File: config.mk
export PLATFORM = sky130hd
export DESIGN_NAME = seg_xlat_top
export DESIGN_NICKNAME = d
export VERILOG_FILES = /design/src/rtl/seg_xlat_pkg.sv /design/src/rtl/seg_xlat_table.sv /design/src/rtl/seg_xlat_check.sv /design/src/rtl/seg_xlat_top.sv
export SDC_FILE = /design/constraint.sdc
export NUM_CORES = 1
export LEC_CHECK = 0
export ABC_AREA = 1
export BUFFER_PORTS_ARGS = -buffer_cell sky130_fd_sc_hd__buf_2
export CORE_ASPECT_RATIO = 1.1
export CORE_UTILIZATION = 30
export CTS_CLUSTER_DIAMETER = 150
export DETAILED_ROUTE_END_ITERATION = 12
export PLACE_DENSITY = 0.53
export SYNTH_ARGS = -nofsm -noshare
export SYNTH_HDL_FRONTEND = slang
export SYNTH_SLANG_ARGS = --single-unit
File: constraint.sdc
create_clock -name clk -period 3.2 [get_ports clk]
set_clock_uncertainty 0.1 [all_clocks]
set_input_delay 0.16 -clock clk [delete_from_list [all_inputs] [get_ports clk]]
set_output_delay 0.16 -clock clk [all_outputs]
set_load 0.05 [all_outputs]
File: src/rtl/seg_xlat_pkg.sv
package seg_xlat_pkg;

   typedef enum logic [1:0] {
      XF_NONE  = 2'b00,
      XF_LIMIT = 2'b01,
      XF_NOSEG = 2'b10
   } xfault_e;

endpackage

File: src/rtl/seg_xlat_table.sv
module seg_xlat_table #(
   parameter int SEG_COUNT = 5,
   parameter int SEG_W     = 3,
   parameter int OFF_W     = 12,
   parameter int PHYS_W    = 20
) (
   input  logic              clk,
   input  logic              rst_n,
   input  logic              wr_en,
   input  logic [SEG_W-1:0]  wr_seg,
   input  logic              wr_valid,
   input  logic [PHYS_W-1:0] wr_base,
   input  logic [OFF_W-1:0]  wr_limit,
   input  logic [SEG_W-1:0]  rd_seg,
   output logic              rd_hit,
   output logic [PHYS_W-1:0] rd_base,
   output logic [OFF_W-1:0]  rd_limit
);

   logic [SEG_COUNT-1:0] valid_q;
   logic [PHYS_W-1:0]    base_q  [SEG_COUNT];
   logic [OFF_W-1:0]     limit_q [SEG_COUNT];

   for (genvar g = 0; g < SEG_COUNT; g++) begin : g_entry
      always_ff @(posedge clk) begin
         if (!rst_n) begin
            valid_q[g] <= 1'b0;
            base_q[g]  <= '0;
            limit_q[g] <= '0;
         end else if (wr_en && wr_seg == SEG_W'(g)) begin
            valid_q[g] <= wr_valid;
            base_q[g]  <= wr_base;
            limit_q[g] <= wr_limit;
         end
      end
   end

   // Indices past the table match no entry and so report no hit.
   always_comb begin
      rd_hit   = 1'b0;
      rd_base  = '0;
      rd_limit = '0;
      for (int i = 0; i < SEG_COUNT; i++) begin
         if (rd_seg == SEG_W'(i)) begin
            rd_hit   = valid_q[i];
            rd_base  = base_q[i];
            rd_limit = limit_q[i];
         end
      end
   end


   valid_hold_chk: assert property (@(posedge clk) disable iff (!rst_n)
      !wr_en |=> $stable(valid_q));

endmodule

File: src/rtl/seg_xlat_check.sv
module seg_xlat_check
   import seg_xlat_pkg::*;
#(
   parameter int OFF_W  = 12,
   parameter int PHYS_W = 20
) (
   input  logic              hit,
   input  logic [PHYS_W-1:0] base,
   input  logic [OFF_W-1:0]  limit,
   input  logic [OFF_W-1:0]  off,
   output xfault_e           code,
   output logic [PHYS_W-1:0] paddr
);

   logic in_bounds;
   assign in_bounds = off < limit;

   always_comb begin
      code  = XF_NONE;
      paddr = '0;
      if (!hit) begin
         code = XF_NOSEG;
      end else if (!in_bounds) begin
         code = XF_LIMIT;
      end else begin
         paddr = base + PHYS_W'(off);
      end
   end

endmodule

File: src/rtl/seg_xlat_top.sv
module seg_xlat_top
   import seg_xlat_pkg::*;
#(
   parameter int SEG_COUNT = 5,
   parameter int SEG_W     = 3,
   parameter int OFF_W     = 12,
   parameter int PHYS_W    = 20
) (
   input  logic              clk,
   input  logic              rst_n,
   input  logic              ld_en,
   input  logic              ld_priv,
   input  logic [SEG_W-1:0]  ld_seg,
   input  logic              ld_valid,
   input  logic [PHYS_W-1:0] ld_base,
   input  logic [OFF_W-1:0]  ld_limit,
   input  logic              req_valid,
   input  logic [SEG_W-1:0]  req_seg,
   input  logic [OFF_W-1:0]  req_off,
   output logic              rsp_valid,
   output logic [PHYS_W-1:0] rsp_paddr,
   output logic              rsp_fault,
   output logic [1:0]        rsp_code
);

   localparam int SEG_SPAN = 1 << SEG_W;

   if (SEG_COUNT < 1 || SEG_COUNT > SEG_SPAN) begin : g_bad_count
      $error("SEG_COUNT must be between 1 and 2**SEG_W");
   end
   if (PHYS_W < OFF_W) begin : g_bad_width
      $error("PHYS_W must not be narrower than OFF_W");
   end

   logic              tab_wr;
   logic              tab_hit;
   logic [PHYS_W-1:0] tab_base;
   logic [OFF_W-1:0]  tab_limit;
   xfault_e           chk_code;
   logic [PHYS_W-1:0] chk_paddr;

   assign tab_wr = ld_en & ld_priv;

   seg_xlat_table #(
      .SEG_COUNT(SEG_COUNT), .SEG_W(SEG_W), .OFF_W(OFF_W), .PHYS_W(PHYS_W)
   ) u_tab (
      .clk(clk), .rst_n(rst_n),
      .wr_en(tab_wr), .wr_seg(ld_seg), .wr_valid(ld_valid),
      .wr_base(ld_base), .wr_limit(ld_limit),
      .rd_seg(req_seg), .rd_hit(tab_hit), .rd_base(tab_base), .rd_limit(tab_limit)
   );

   seg_xlat_check #(.OFF_W(OFF_W), .PHYS_W(PHYS_W)) u_chk (
      .hit(tab_hit), .base(tab_base), .limit(tab_limit), .off(req_off),
      .code(chk_code), .paddr(chk_paddr)
   );

   xfault_e code_q;

   always_ff @(posedge clk) begin
      if (!rst_n) begin
         rsp_valid <= 1'b0;
         code_q    <= XF_NONE;
         rsp_paddr <= '0;
      end else begin
         rsp_valid <= req_valid;
         if (req_valid) begin
            code_q    <= chk_code;
            rsp_paddr <= chk_paddr;
         end
      end
   end

   assign rsp_code  = code_q;
   assign rsp_fault = (code_q != XF_NONE);


   rsp_follows_req_chk: assert property (@(posedge clk) disable iff (!rst_n)
      req_valid |=> rsp_valid);


   no_spurious_rsp_chk: assert property (@(posedge clk) disable iff (!rst_n)
      !req_valid |=> !rsp_valid);


   seg_range_chk: assert property (@(posedge clk) disable iff (!rst_n)
      (req_valid && int'(req_seg) >= SEG_COUNT) |=> (rsp_code == XF_NOSEG));


   trap_zero_addr_chk: assert property (@(posedge clk) disable iff (!rst_n)
      (rsp_valid && rsp_fault) |-> (rsp_paddr == '0));

endmodule

# Word level (Yosys, flattened, before mapping)
# Memory sizes are Yosys's and may differ from the RTL's.
# Index checks and enable logic that the tools add are counted.
# totals
regBits	28
ramBits	160
in_bits	56
output_inout_bits	24
elab_cells	84
n_memories	2
# classes
add_sub_neg	1
magnitude_cmp	1
eq_ne	8
n_mux	45
bitwise	11
reduce_logical	8
# mem_list
memory	words	width	rd	rd_ports_with_merged_regs	wr	line	text
u_tab.base_q	5	20	5	0	5	seg_xlat_table.sv:21	logic [PHYS_W-1:0] base_q [SEG_COUNT];
u_tab.limit_q	5	12	5	0	5	seg_xlat_table.sv:22	logic [OFF_W-1:0] limit_q [SEG_COUNT];
# op_table
op	n
two-way mux 20 bit	12
two-way mux 12 bit	10
two-way mux 1 bit	22
adder 20 x 12 -> 20 bit	1
== test 3 x 2 -> 1 bit, second input constant	4
< comparator 12 bit	1
bitwise OR 1 bit	10
== test 3 x 1 -> 1 bit, second input constant	2
== test 3 bit, second input constant	2
zero test 3 bit	2
logical AND 1 bit	5
two-way mux 2 bit	1
nonzero test 2 bit	1
AND 1 bit	1

# Longest topological paths before layout
# depth
depth_word	9
mapped_depth	24
ltp_nobuf	22

# Modules after synthesis
# Synthesis repeated with hierarchy kept, for this count alone.
# unflattened
cells_unflattened	1143
hier_area_um2	9643.0
# by_module_without_submodules
mod	instances	cells_each	area_each_um2	seq_area_each_um2
seg_xlat_table	1	734	7297.0	4904.7
seg_xlat_check	1	264	1382.6	0.0
seg_xlat_top	1	145	963.4	460.4

# Worst setup path before layout
# OpenSTA, ideal clock, no wires.
# synth_timing
kind	input-to-reg
start	in req_seg[0]
end	reg rsp_paddr[18]
setup_time_ps	65
t_arrival_ps	2691
required_ps	3035
path_slack_ps	344
stages	23
path_buffers	3
cell_sequence	buf_6 > nor2_1 > nand2_2 > inv_2 > buf_6 > clkbuf_1 > nand2_1 > nand4_1 > ha_1 > inv_1 > fa_1 > nand3b_1 > nand2_1 > nand4_1 > nand3_1 > nand2_1 > inv_1 > nand2_1 > o21ai_1 > nand2_1 > nor2_1 > nor2_1 > nor2_1
# synth_between
elab_chain_cells	9
elab_cells_between_ends	24
cone_classes	add/sub: 1; order compare: 1; eq/ne: 4; mux: 17; reduce/logical: 1
# synth_rtl
item	line	text
start, declared	seg_xlat_top.sv:18	input logic [SEG_W-1:0] req_seg,
zero test 3 bit	seg_xlat_table.sv:44	if (rd_seg == SEG_W'(i)) begin
two-way mux 20 bit / two-way mux 12 bit (equally long branches) (5 in a row)	seg_xlat_table.sv:44	
adder 20 x 12 -> 20 bit / < comparator 12 bit (equally long branches)	seg_xlat_check.sv:26, seg_xlat_check.sv:16	
two-way mux 20 bit	seg_xlat_check.sv:23	end else if (!in_bounds) begin
two-way mux 20 bit (*)	seg_xlat_check.sv:21	if (!hit) begin
end signal, assigned	seg_xlat_top.sv:69	rsp_paddr <= chk_paddr;
end, declared	seg_xlat_top.sv:21	output logic [PHYS_W-1:0] rsp_paddr,
# Mark *: on every way between the ends. The rest lies on a longest branch, timed or not.
# A chain may end at the register's enable or synchronous reset.

==> metrics.md <==
| Metric | Value |
|---|---|
| Critical Path RT | `around 3.5 ns` |
| Largest family of logic cells by synthesized area | `simple AND/OR/NAND/NOR gates` |
| Mux contribution to synthesized area | `0%` |
| Die area | `30700 um^2` |
| WL final | `between 20000 and 25000 um` |
| Largest area contributor in the netlist | `edfxtp_1` |
| Status | `finished with violations` |
| Area of the multi-input gates | `just over 3000 um^2` |
| Placer Congestion | `0.845` |
| Cts bufs inserted | `17` |
| Via count | `between 6000 and 7000` |
| Fin Hold WS | `-0.000411 ns` |
| Count leader, synth | `nor2_1` |
| Worst Hold End | `u_tab.limit_q[0][6]` |
| Port-buffer cells | `79` |
| Main flop type after synthesis | `edfxtp_1` |
| Avg Cell Area, Syn | `9.61 um^2` |
| Peak VDD IR | `between 0.3 and 0.4 mV` |
| Ranking of synthesized cells by area | `edfxtp_1 53%, nor2_1 8.1%, nand2_1 7.7%, dfxtp_1 6.2%, inv_1 3.8%` |
| RSZ-0062 raised after global routing | `false` |
| Max-slew violation count | `0` |
| Worst hold-check path type | `primary input to flop` |
| Largest net degree at the start of global routing | `34` |
| Adder-cell share of the synthesized area | `about 3.7%` |
| CTS tree | `done` |
| Synthesis-to-layout area growth | `17.0%` |
| # clock sinks | `roughly 190` |
| Layout filler cell count | `3063` |
| Clock-pin slew on the worst setup and hold paths | `about 0.070 ns` |
| Reg2reg path depth | `17` |
| Minimum clock period | `about 2.6 ns` |
| Synth Warn # | `0` |
| Synth Area in Simple Gates | `between 20% and 30%` |
| Initial Utilization | `between 30% and 40%` |
| Failing checks | `hold timing` |
| Asr flop ratio synth | `0%` |
| Layout cells sized above 1 | `about 16%` |
| Power, Total | `approximately 5700 uW` |
| Dpl cells | `between 1000 and 1500` |
| PostCTS Resize Cnt | `0` |
| Worst path max stage delay | `0.38 ns` |
| Yosys top cell area share | `53.4%` |
| Total Neg Setup Slack | `0 ns` |
| Fmax | `approximately 0.38 GHz` |
| FP Rows | `66` |
| WS Path Type | `flop to flop` |
| First-pass GRT wire length | `approximately 37000 um` |
| Cell count after synthesis | `roughly 940` |
| Worst setup path start | `u_tab.base_q[1][7]` |
| Initial antenna violation count | `0` |
| Final instance area | `10500 um^2` |
| Vias in the first global route | `6463` |
| Die width | `167 um` |
| LEAKAGE | `0.00434 uW` |
| Root buffer cell | `clkbuf_16` |
| Reg-to-reg slack, setup | `0.56 ns` |
| Synth Area in Compound Gates | `roughly 6.3%` |
| R2R Path End | `rsp_paddr[18]` |
| DRT Pass-1 Iters | `6` |
| Final hold vios | `1` |
| Pwr dens | `around 540 nW/um^2` |
| CP Cell Sequence | `a22oi_1 > nand4_1 > o21ai_0 > inv_1 > ha_1 > nand2_1 > o21ai_0 > nand2_1 > nand3_1 > nand2_1 > inv_1 > nand2_1 > o21ai_1 > nand2_1 > nor2_1 > nor2_1 > nor2_1` |
| Post-synth top cells | `193 x nor2_1, 184 x nand2_1, 160 x edfxtp_1` |
| Slew @ Worst Pin | `around 0.9 ns` |
| Normalized max-slew margin | `38.2%` |
| Distinct cells, synth | `40` |
| Boundary pin count | `80` |
| Routed Antenna Nets | `0` |
| Core footprint | `about 30000 um^2` |
| Post-synthesis sequential area ratio | `around three fifths` |
| CP arrival | `between 2 and 3 ns` |
| NumNets Final | `between 1000 and 1500` |
| Post-synthesis cell area | `about 9000 um^2` |
| Final std cells w/o fill | `around 1400` |
| Number of diodes | `0` |
| Synthesized flop and latch total | `188` |
| Register Area | `approximately 5400 um^2` |
| Routed vias/inst | `approximately 4.7` |
| Hold wc startpoint | `ld_limit[6]` |
| Hold Path Stages | `3` |
| Cell repeated most along the worst path | `nand2_1` |
| Worst r2r src | `u_tab.base_q[1][7]` |
| H-tree depth | `4` |
| Initial DRC count | `428` |
| Xor/xnor share of the synthesized area | `0.974%` |
| Die Ht | `184 um` |
| Post-synth EDFFs | `160` |
| Highest-delay cell along the critical path | `ha_1` |
| Critical path launch point type | `flop` |
| Final worst path period share | `between 80% and 90%` |
| Critical path endpoint category | `flop` |
| Grt total ovfl | `0` |
| Clock Latency Late Sink | `between 0.4 and 0.5 ns` |
| Max-cap violations | `0` |
| Routed wire per std cell | `roughly 17 um` |
| Placed instance area | `roughly 9800 um^2` |
| Count of final setup violators | `0` |
| Residual DRC | `0` |
| Gr usage total | `~16%` |
| Maximum fanout along the worst path | `4` |
| Detail Placement HPWL | `between 15000 and 20000 um` |
| Clock Path Buffers | `2` |
| Syn Nets | `a little over 1000` |
==> state kept, by name (all words and copies together), names as in the netlist <==
name,count
u_tab.valid_q,5
rsp_valid,1
rsp_paddr,20
rsp_code,2
u_tab.limit_q,60
u_tab.base_q,100
==> where the power goes <==
group	total, uW	internal [uW]	leakage [uW]	switching (uW)
clock network	2180	1230	0.000295	948
logic	652	209	0.00229	443
registers	2820	2780	0.00176	36.3
==> kinds of logic after synthesis <==
family / count (synthesis)
flip-flops: 188
adder cells (fa/ha/maj): 26
XOR/XNOR: 10
AND/OR/NAND/NOR: 476
AO/OA/AOI/OAI: 95
buffers and inverters: 141
==> worst max path at each step <==
stage                     to  slack (ns)  depth (start not counted)
6_report       rsp_paddr[18]        0.56                         17
5_1_grt        rsp_paddr[18]        0.18                         20
4_1_cts        rsp_paddr[18]        0.55                         17
3_5_place_dp   rsp_paddr[18]        0.18                         20
3_3_place_gp   rsp_paddr[18]        0.22                         20
2_1_floorplan  rsp_paddr[18]        0.34                         23
==> cell type report <==
class	instances	area share (%)
Sequential cell	188	51.0
Multi-Input combinational cell	607	29.0
Timing Repair Buffer	111	6.37
Tap cell	374	4.45
Clock buffer	18	4.08
Inverter	99	3.53
Clock inverter	14	1.59
==> per-layer routing <==
layer / global-route usage [%] / up-vias / wire (um)
li1: - / 3304 / -
met1: 21.2 / 3122 / 11300
met2: 28.1 / 159 / 11700
met3: 2.56 / 15 / 985
met4: 4.04 / 0 / 250
met5: 0 / - / 0
==> cells in the final DEF (no fill, tap or decap), types with 5 or more instances in the layout <==
cell type / n
buf_2: 79
nand2_2: 8
nor2_1: 193
a22oi_1: 15
inv_2: 6
buf_4: 22
xor2_1: 5
nand3_1: 27
dlygate4sd3_1: 9
nand4_1: 42
o21ai_0: 20
xnor2_1: 5
clkbuf_16: 17
ha_1: 25
a21oi_1: 43
inv_1: 91
edfxtp_1: 160
dfxtp_1: 28
o21bai_1: 5
nand2_1: 179
nor3_1: 5
nand3b_1: 6
==> worst max-delay path, delay by kind of cell (launching register included) <==
family | cells | cell delay, ns
compound gates | 4 | 0.68
fa+ha+maj | 1 | 0.38
buf+inv | 2 | 0.18
flops | 1 | 0.36
simple gates | 10 | 0.86
==> metrics by stage <==
| step | setup slack (ns) | hold WS, ns | utilization [%] |
|---|---|---|---|
| global route | 0.184 | 0.00810 | 35.6 |
| floorplan | 0.344 | 0.153 | - |
| CTS | 0.552 | 0.00117 | 35.6 |
| detailed placement | 0.177 | 0.353 | 33.3 |
| finish | 0.562 | -0.000411 | 35.6 |
| global placement | 0.218 | 0.350 | 33.3 |
==> what timing repair did <==
item,in CTS,in global routing
setup buffers,0,0
hold buffers,9,0
hold endpoints to repair,24,0
setup endpoints to repair,0,0
Power figures use the tool's default switching activity.
